File: src/rtl/pcm_inject_pkg.sv
// Package: shared helpers for the PCM injection path.
// Assumes samples are offset binary and the DAC path sums two's complement.
package pcm_inject_pkg;

    // Convert an offset-binary sample to two's complement by flipping its MSB.
    function automatic logic [8:0] offset_to_signed(input logic [8:0] s);
        offset_to_signed = {~s[8], s[7:0]};
    endfunction

endpackage

File: src/rtl/pcm_hold_reg.sv
// Module: pcm_hold_reg
// Holds the PCM sample. The upper bits come from a full byte write, and the LSB
// comes from one bit of a second register write. The register updates on the
// edge that ends the write cycle. It assumes both strobes may be high together
// and that they then update disjoint bits.
module pcm_hold_reg #(
    parameter int SAMPLE_W = 9,
    parameter int LSB_BIT  = 3,
    localparam int BYTE_W  = SAMPLE_W - 1
) (
    input  logic                clk,
    input  logic                rst_n,
    input  logic                hi_we,
    input  logic                lo_we,
    input  logic [BYTE_W-1:0]   wdata,
    output logic [SAMPLE_W-1:0] sample
);

    // Capture the upper bits on a byte write.
    always_ff @(posedge clk) begin
        if (!rst_n)     sample[SAMPLE_W-1:1] <= '0;
        else if (hi_we) sample[SAMPLE_W-1:1] <= wdata;
    end

    // Capture the LSB from its bit of the second register.
    always_ff @(posedge clk) begin
        if (!rst_n)     sample[0] <= 1'b0;
        else if (lo_we) sample[0] <= wdata[LSB_BIT];
    end

endmodule

File: src/rtl/pcm_slot_gate.sv
// Module: pcm_slot_gate
// Decides whether the current frame position takes the PCM sample: the PCM
// channel's own position when enabled, or every position with the loud test bit.
// It assumes slot_idx already counts 0..SLOTS-1.
module pcm_slot_gate #(
    parameter int SLOTS    = 24,
    parameter int PCM_SLOT = 5,
    localparam int SLOT_W  = $clog2(SLOTS)
) (
    input  logic              pcm_en,
    input  logic              loud,
    input  logic [SLOT_W-1:0] slot_idx,
    output logic              take_pcm
);

    localparam logic [SLOT_W-1:0] PCM_POS = SLOT_W'(PCM_SLOT);

    // Select the sample only while enabled, either at its position or everywhere.
    always_comb begin
        take_pcm = pcm_en && (loud || (slot_idx == PCM_POS));
    end

endmodule

File: src/rtl/pcm_out_stage.sv
// Module: pcm_out_stage
// Registered output multiplexer. It passes the FM result or the converted PCM
// sample toward the DAC path and flags which one it chose. One tick of latency.
module pcm_out_stage #(
    parameter int SAMPLE_W = 9
) (
    input  logic                clk,
    input  logic                rst_n,
    input  logic                take_pcm,
    input  logic [SAMPLE_W-1:0] sample,
    input  logic [SAMPLE_W-1:0] fm_value,
    output logic [SAMPLE_W-1:0] mix_out,
    output logic                drive
);

    import pcm_inject_pkg::*;

    // Register the chosen value and its source flag.
    always_ff @(posedge clk) begin
        if (!rst_n) begin
            mix_out <= '0;
            drive   <= 1'b0;
        end else begin
            mix_out <= take_pcm ? offset_to_signed(sample) : fm_value;
            drive   <= take_pcm;
        end
    end

endmodule

File: src/rtl/pcm_inject.sv
// Module: pcm_inject (top)
// Substitutes a register-loaded PCM sample for the sixth channel's result at
// its position in the 24-tick frame. It assumes one clock per FM tick and an
// external position counter.
module pcm_inject #(
    parameter int SAMPLE_W = 9,
    parameter int SLOTS    = 24,
    parameter int PCM_SLOT = 5,
    parameter int LSB_BIT  = 3,
    localparam int SLOT_W  = $clog2(SLOTS),
    localparam int BYTE_W  = SAMPLE_W - 1
) (
    input  logic                clk,
    input  logic                rst_n,
    input  logic [BYTE_W-1:0]   reg_wdata,
    input  logic                pcm_hi_we,
    input  logic                pcm_lo_we,
    input  logic                pcm_en,
    input  logic                dac_loud,
    input  logic [SLOT_W-1:0]   slot_idx,
    input  logic [SAMPLE_W-1:0] fm_value,
    output logic [SAMPLE_W-1:0] mix_out,
    output logic                pcm_drive
);

    logic [SAMPLE_W-1:0] held;
    logic                take_pcm;

    pcm_hold_reg #(.SAMPLE_W(SAMPLE_W), .LSB_BIT(LSB_BIT)) i_hold (
        .clk(clk), .rst_n(rst_n), .hi_we(pcm_hi_we), .lo_we(pcm_lo_we),
        .wdata(reg_wdata), .sample(held)
    );

    pcm_slot_gate #(.SLOTS(SLOTS), .PCM_SLOT(PCM_SLOT)) i_gate (
        .pcm_en(pcm_en), .loud(dac_loud), .slot_idx(slot_idx), .take_pcm(take_pcm)
    );

    pcm_out_stage #(.SAMPLE_W(SAMPLE_W)) i_out (
        .clk(clk), .rst_n(rst_n), .take_pcm(take_pcm), .sample(held),
        .fm_value(fm_value), .mix_out(mix_out), .drive(pcm_drive)
    );

endmodule

File: config.mk
export PLATFORM = sky130hd
export DESIGN_NAME = pcm_inject
export DESIGN_NICKNAME = d
export VERILOG_FILES = /design/src/rtl/pcm_inject_pkg.sv /design/src/rtl/pcm_hold_reg.sv /design/src/rtl/pcm_slot_gate.sv /design/src/rtl/pcm_out_stage.sv /design/src/rtl/pcm_inject.sv
export SDC_FILE = /design/constraint.sdc
export NUM_CORES = 1
export LEC_CHECK = 0
export BUFFER_PORTS_ARGS = -buffer_cell sky130_fd_sc_hd__buf_2
export CAP_MARGIN = 20
export CORE_MARGIN = 5
export CORE_UTILIZATION = 43
export DETAILED_ROUTE_END_ITERATION = 10
export PLACE_DENSITY_LB_ADDON = 0.05
export SLEW_MARGIN = 20
export SYNTH_ARGS = -nofsm -noshare
export SYNTH_HDL_FRONTEND = slang
export SYNTH_HIERARCHICAL = 1
export SYNTH_SLANG_ARGS = --single-unit
File: constraint.sdc
create_clock -name clk -period 1.6 [get_ports clk]
set_input_delay 0.32 -clock clk [delete_from_list [all_inputs] [get_ports clk]]
set_output_delay 0.32 -clock clk [all_outputs]
set_load 0.03 [all_outputs]
==> impl_metrics.prom <==
# TYPE chip_impl_metric gauge
chip_impl_metric{name="fp.dieH",unit="um"} 51.5
chip_impl_info{name="layout_common_cells",value="buf_2 (37), dfxtp_1 (19), mux2i_1 (17), nor2b_1 (17), clkbuf_4 (3)"} 1
chip_impl_info{name="timing_worst_setup_path_type",value="primary input to flip-flop"} 1
chip_impl_info{name="cts_tree",value="done"} 1
chip_impl_metric{name="grt_pass1_vias",unit=""} 533
chip_impl_info{name="grt_setup_unrepaired",value="no"} 1
chip_impl_metric{name="antenna_found_initial",unit=""} 0
chip_impl_metric{name="cts.reportedPaths.clkPinSlew",unit="ns"} 0.10
chip_impl_metric{name="ys_seq_area_share",unit="%"} 51.4
chip_impl_metric{name="place.port_buffers",unit=""} 37
chip_impl_metric{name="cell_area_after_synthesis",unit="sq um"} 739
chip_impl_metric{name="synth-adder-area-share",unit="%"} 0
chip_impl_metric{name="detail_route.vias_per_cell",unit=""} 4.55
chip_impl_metric{name="cts.hold.buffers_added",unit=""} 0
chip_impl_metric{name="synth_simple_gate_area_share",unit="%"} 18.8
chip_impl_metric{name="timing.critical_path.required",unit="ns"} 1.82
chip_impl_metric{name="route.detailed.wl_per_inst",unit="um"} 10.4
chip_impl_metric{name="worst_pin_slew",unit="ns"} 0.280
chip_impl_metric{name="global_route_wire_length_before_repair",unit="mm"} 2.13
chip_impl_metric{name="nets",unit=""} 133
chip_impl_metric{name="syn-mean-instance-area",unit="sq um"} 11.7
chip_impl_metric{name="antenna_cells_inserted",unit=""} 0
chip_impl_metric{name="fin_skew",unit="ns"} 0.00259
chip_impl_metric{name="place.gp.congestion",unit=""} 0.609
chip_impl_metric{name="finalSetupViolations",unit=""} 0
chip_impl_metric{name="rows",unit=""} 15
chip_impl_info{name="min_path_type",value="primary input to flip-flop"} 1
chip_impl_metric{name="worstSkewPairLatency",unit="ns"} 0.28
chip_impl_info{name="cp-end-kind",value="flip-flop"} 1
chip_impl_info{name="ctsRootBufferMaster",value="clkbuf_4"} 1
chip_impl_metric{name="clock_sink_count",unit=""} 19
chip_impl_metric{name="drt-initial-drc-count",unit=""} 4
chip_impl_metric{name="synth_xor_area_share",unit="%"} 0
chip_impl_metric{name="total_wire_length_after_detailed_routing",unit="mm"} 1.26
chip_impl_metric{name="met2_length",unit="um"} 669
chip_impl_info{name="worstSetupStartpointType",value="primary input"} 1
chip_impl_info{name="route.top_layer_used",value="met3"} 1
chip_impl_metric{name="synth_nets",unit=""} 91
chip_impl_metric{name="compound_gate_portion_of_the_synthesized_area",unit="%"} 3.21
chip_impl_info{name="synth_top_family_by_area",value="multiplexers"} 1
chip_impl_metric{name="final_antenna_net_count",unit=""} 0
chip_impl_info{name="outcome",value="complete, no violations"} 1
chip_impl_metric{name="power.leakage",unit="nW"} 0.481
chip_impl_metric{name="ys.warnings.count",unit=""} 6
chip_impl_metric{name="drcViolationCount",unit=""} 0
chip_impl_metric{name="chipWidth",unit="um"} 51.5
chip_impl_metric{name="grt_use_total",unit="%"} 10.9
chip_impl_metric{name="tritoncts.num_buffers",unit=""} 3
chip_impl_metric{name="crit_fanout",unit=""} 6
chip_impl_metric{name="synth-seq-cells",unit=""} 19
chip_impl_metric{name="grt_overflow",unit=""} 0
chip_impl_metric{name="slew_headroom",unit="%"} 81.1
chip_impl_metric{name="detailroute.wirelength.met3",unit="um"} 121
chip_impl_metric{name="fp.dieArea",unit="sq mm"} 0.00265
chip_impl_metric{name="ctsResizeCount",unit=""} 0
chip_impl_metric{name="worst_case_clock_buffer_depth",unit=""} 2
chip_impl_metric{name="postSynthCellCount",unit=""} 63
chip_impl_info{name="commonest_non_fill_non_tap_cell_in_the_layout",value="buf_2"} 1
chip_impl_metric{name="max_freq",unit="MHz"} 885
chip_impl_metric{name="cts_setup_buffers",unit=""} 0
chip_impl_metric{name="finalCritPeriodShare",unit="%"} 70.6
chip_impl_metric{name="first_pass_iters",unit=""} 3
chip_impl_metric{name="routed_vias",unit=""} 551
chip_impl_metric{name="post_route_cells_drive_above_1_share",unit="%"} 42.3
chip_impl_metric{name="dp_worst_setup_slack",unit="ns"} 0.169
chip_impl_metric{name="layout_setup_ws",unit="ns"} 0.470
chip_impl_metric{name="vdd_ir_drop_max",unit="mV"} 0.580
chip_impl_metric{name="timing.final.hold_violations",unit=""} 0
chip_impl_metric{name="grt_max_degree",unit=""} 20
chip_impl_metric{name="final_period_minus_worst_setup_slack",unit="ns"} 1.13
chip_impl_metric{name="cts-htree-levels",unit=""} 1
chip_impl_metric{name="syn_to_layout_area_delta",unit="%"} 30.5
chip_impl_metric{name="initial_utilization",unit="%"} 43.8
chip_impl_metric{name="finalMaxSlewViolations",unit=""} 0
chip_impl_metric{name="dp_hpwl",unit="mm"} 1.03
chip_impl_metric{name="met1Wirelength",unit="um"} 473
chip_impl_metric{name="pin_count",unit=""} 38
chip_impl_metric{name="final.setup.tns",unit="ns"} 0
chip_impl_metric{name="yosys-mux-area-fraction",unit="%"} 23.0
chip_impl_metric{name="cp_data_arrival_time",unit="ns"} 1.35
chip_impl_metric{name="timing.max_cap.violations",unit=""} 0
chip_impl_metric{name="synth_cell_types",unit=""} 12
chip_impl_metric{name="power.density_cell_area",unit="mW/mm^2"} 924
chip_impl_metric{name="core_area",unit="sq mm"} 0.00169
path summary, 6_finish.rpt:
kind | start | to | slack [ns] | depth (start not counted)
worst min-delay path | fm_value[0] | i_out/mix_out[0]$_SDFF_PN0_ | 0.28 | 3
worst max register to register | i_hold/sample[8]$_SDFFE_PN0P_ | i_out/mix_out[8]$_SDFF_PN0_ | 0.90 | 2
worst max-delay path | slot_idx[3] | i_out/mix_out[8]$_SDFF_PN0_ | 0.47 | 6
worst min register to register | i_hold/sample[8]$_SDFFE_PN0P_ | i_out/mix_out[8]$_SDFF_PN0_ | 0.52 | 2
report_power, final:
group | switching, mW | total [mW] | leakage [nW] | internal (mW)
Sequential | 0.00952 | 0.511 | 0.157 | 0.502
Clock | 0.130 | 0.227 | 0.0150 | 0.0967
Combinational | 0.0781 | 0.153 | 0.309 | 0.0746
Total | 0.218 | 0.891 | 0.481 | 0.673
logic make-up after synthesis:
group | after synthesis
AND/OR/NAND/NOR | 22
flip-flops | 19
multiplexers | 17
buffers and inverters | 3
AO/OA/AOI/OAI | 2
flip-flops by register name (all words and copies together), names as in the netlist:
| register | count |
|---|---|
| i_hold/sample | 9 |
| i_out/drive | 1 |
| i_out/mix_out | 9 |
area by class of cell:
class | count | area, sq um
fillers | 160 | 724
repair buffers | 39 | 200
clock buffers | 4 | 26.3
well taps | 17 | 21.3
flip-flops and latches | 19 | 380
multi-input cells | 41 | 333
inverters | 1 | 3.75
per-stage QoR:
step	util [%]	hold slack [ns]	total power, mW	instances	area (sq um)
after floorplan	-	0.448	0.619	63	739
after global routing	57.1	0.290	0.944	121	965
after CTS	57.1	0.272	0.910	121	965
after detailed placement	55.6	0.503	0.678	117	938
final	57.1	0.284	0.891	121	965
after global placement	55.6	0.497	0.676	117	938
critical path: stages:
cell      delay (ns)
buf_2           0.09
nand3b_1        0.15
o41ai_2         0.24
buf_4           0.21
or2b_1          0.23
a21boi_1        0.11
routing by layer:
metal	global-route usage [%]	up-vias
met3	4.37	0
met4	5.24	0
li1	-	291
met2	18.4	19
met5	0	-
met1	11.8	241
synthesized netlist by cell type:
cell	number	area, sq um
nand2_1	1	3.75
nand2b_1	1	6.26
inv_1	1	3.75
or2b_1	1	7.51
nand3b_1	1	7.51
o41ai_2	1	16.3
mux2i_1	17	170
dfxtp_1	19	380
nor2b_1	17	106
and2_2	1	7.51
buf_6	2	22.5
a21boi_1	1	7.51
No activity file was read; power rests on OpenSTA's default activity.
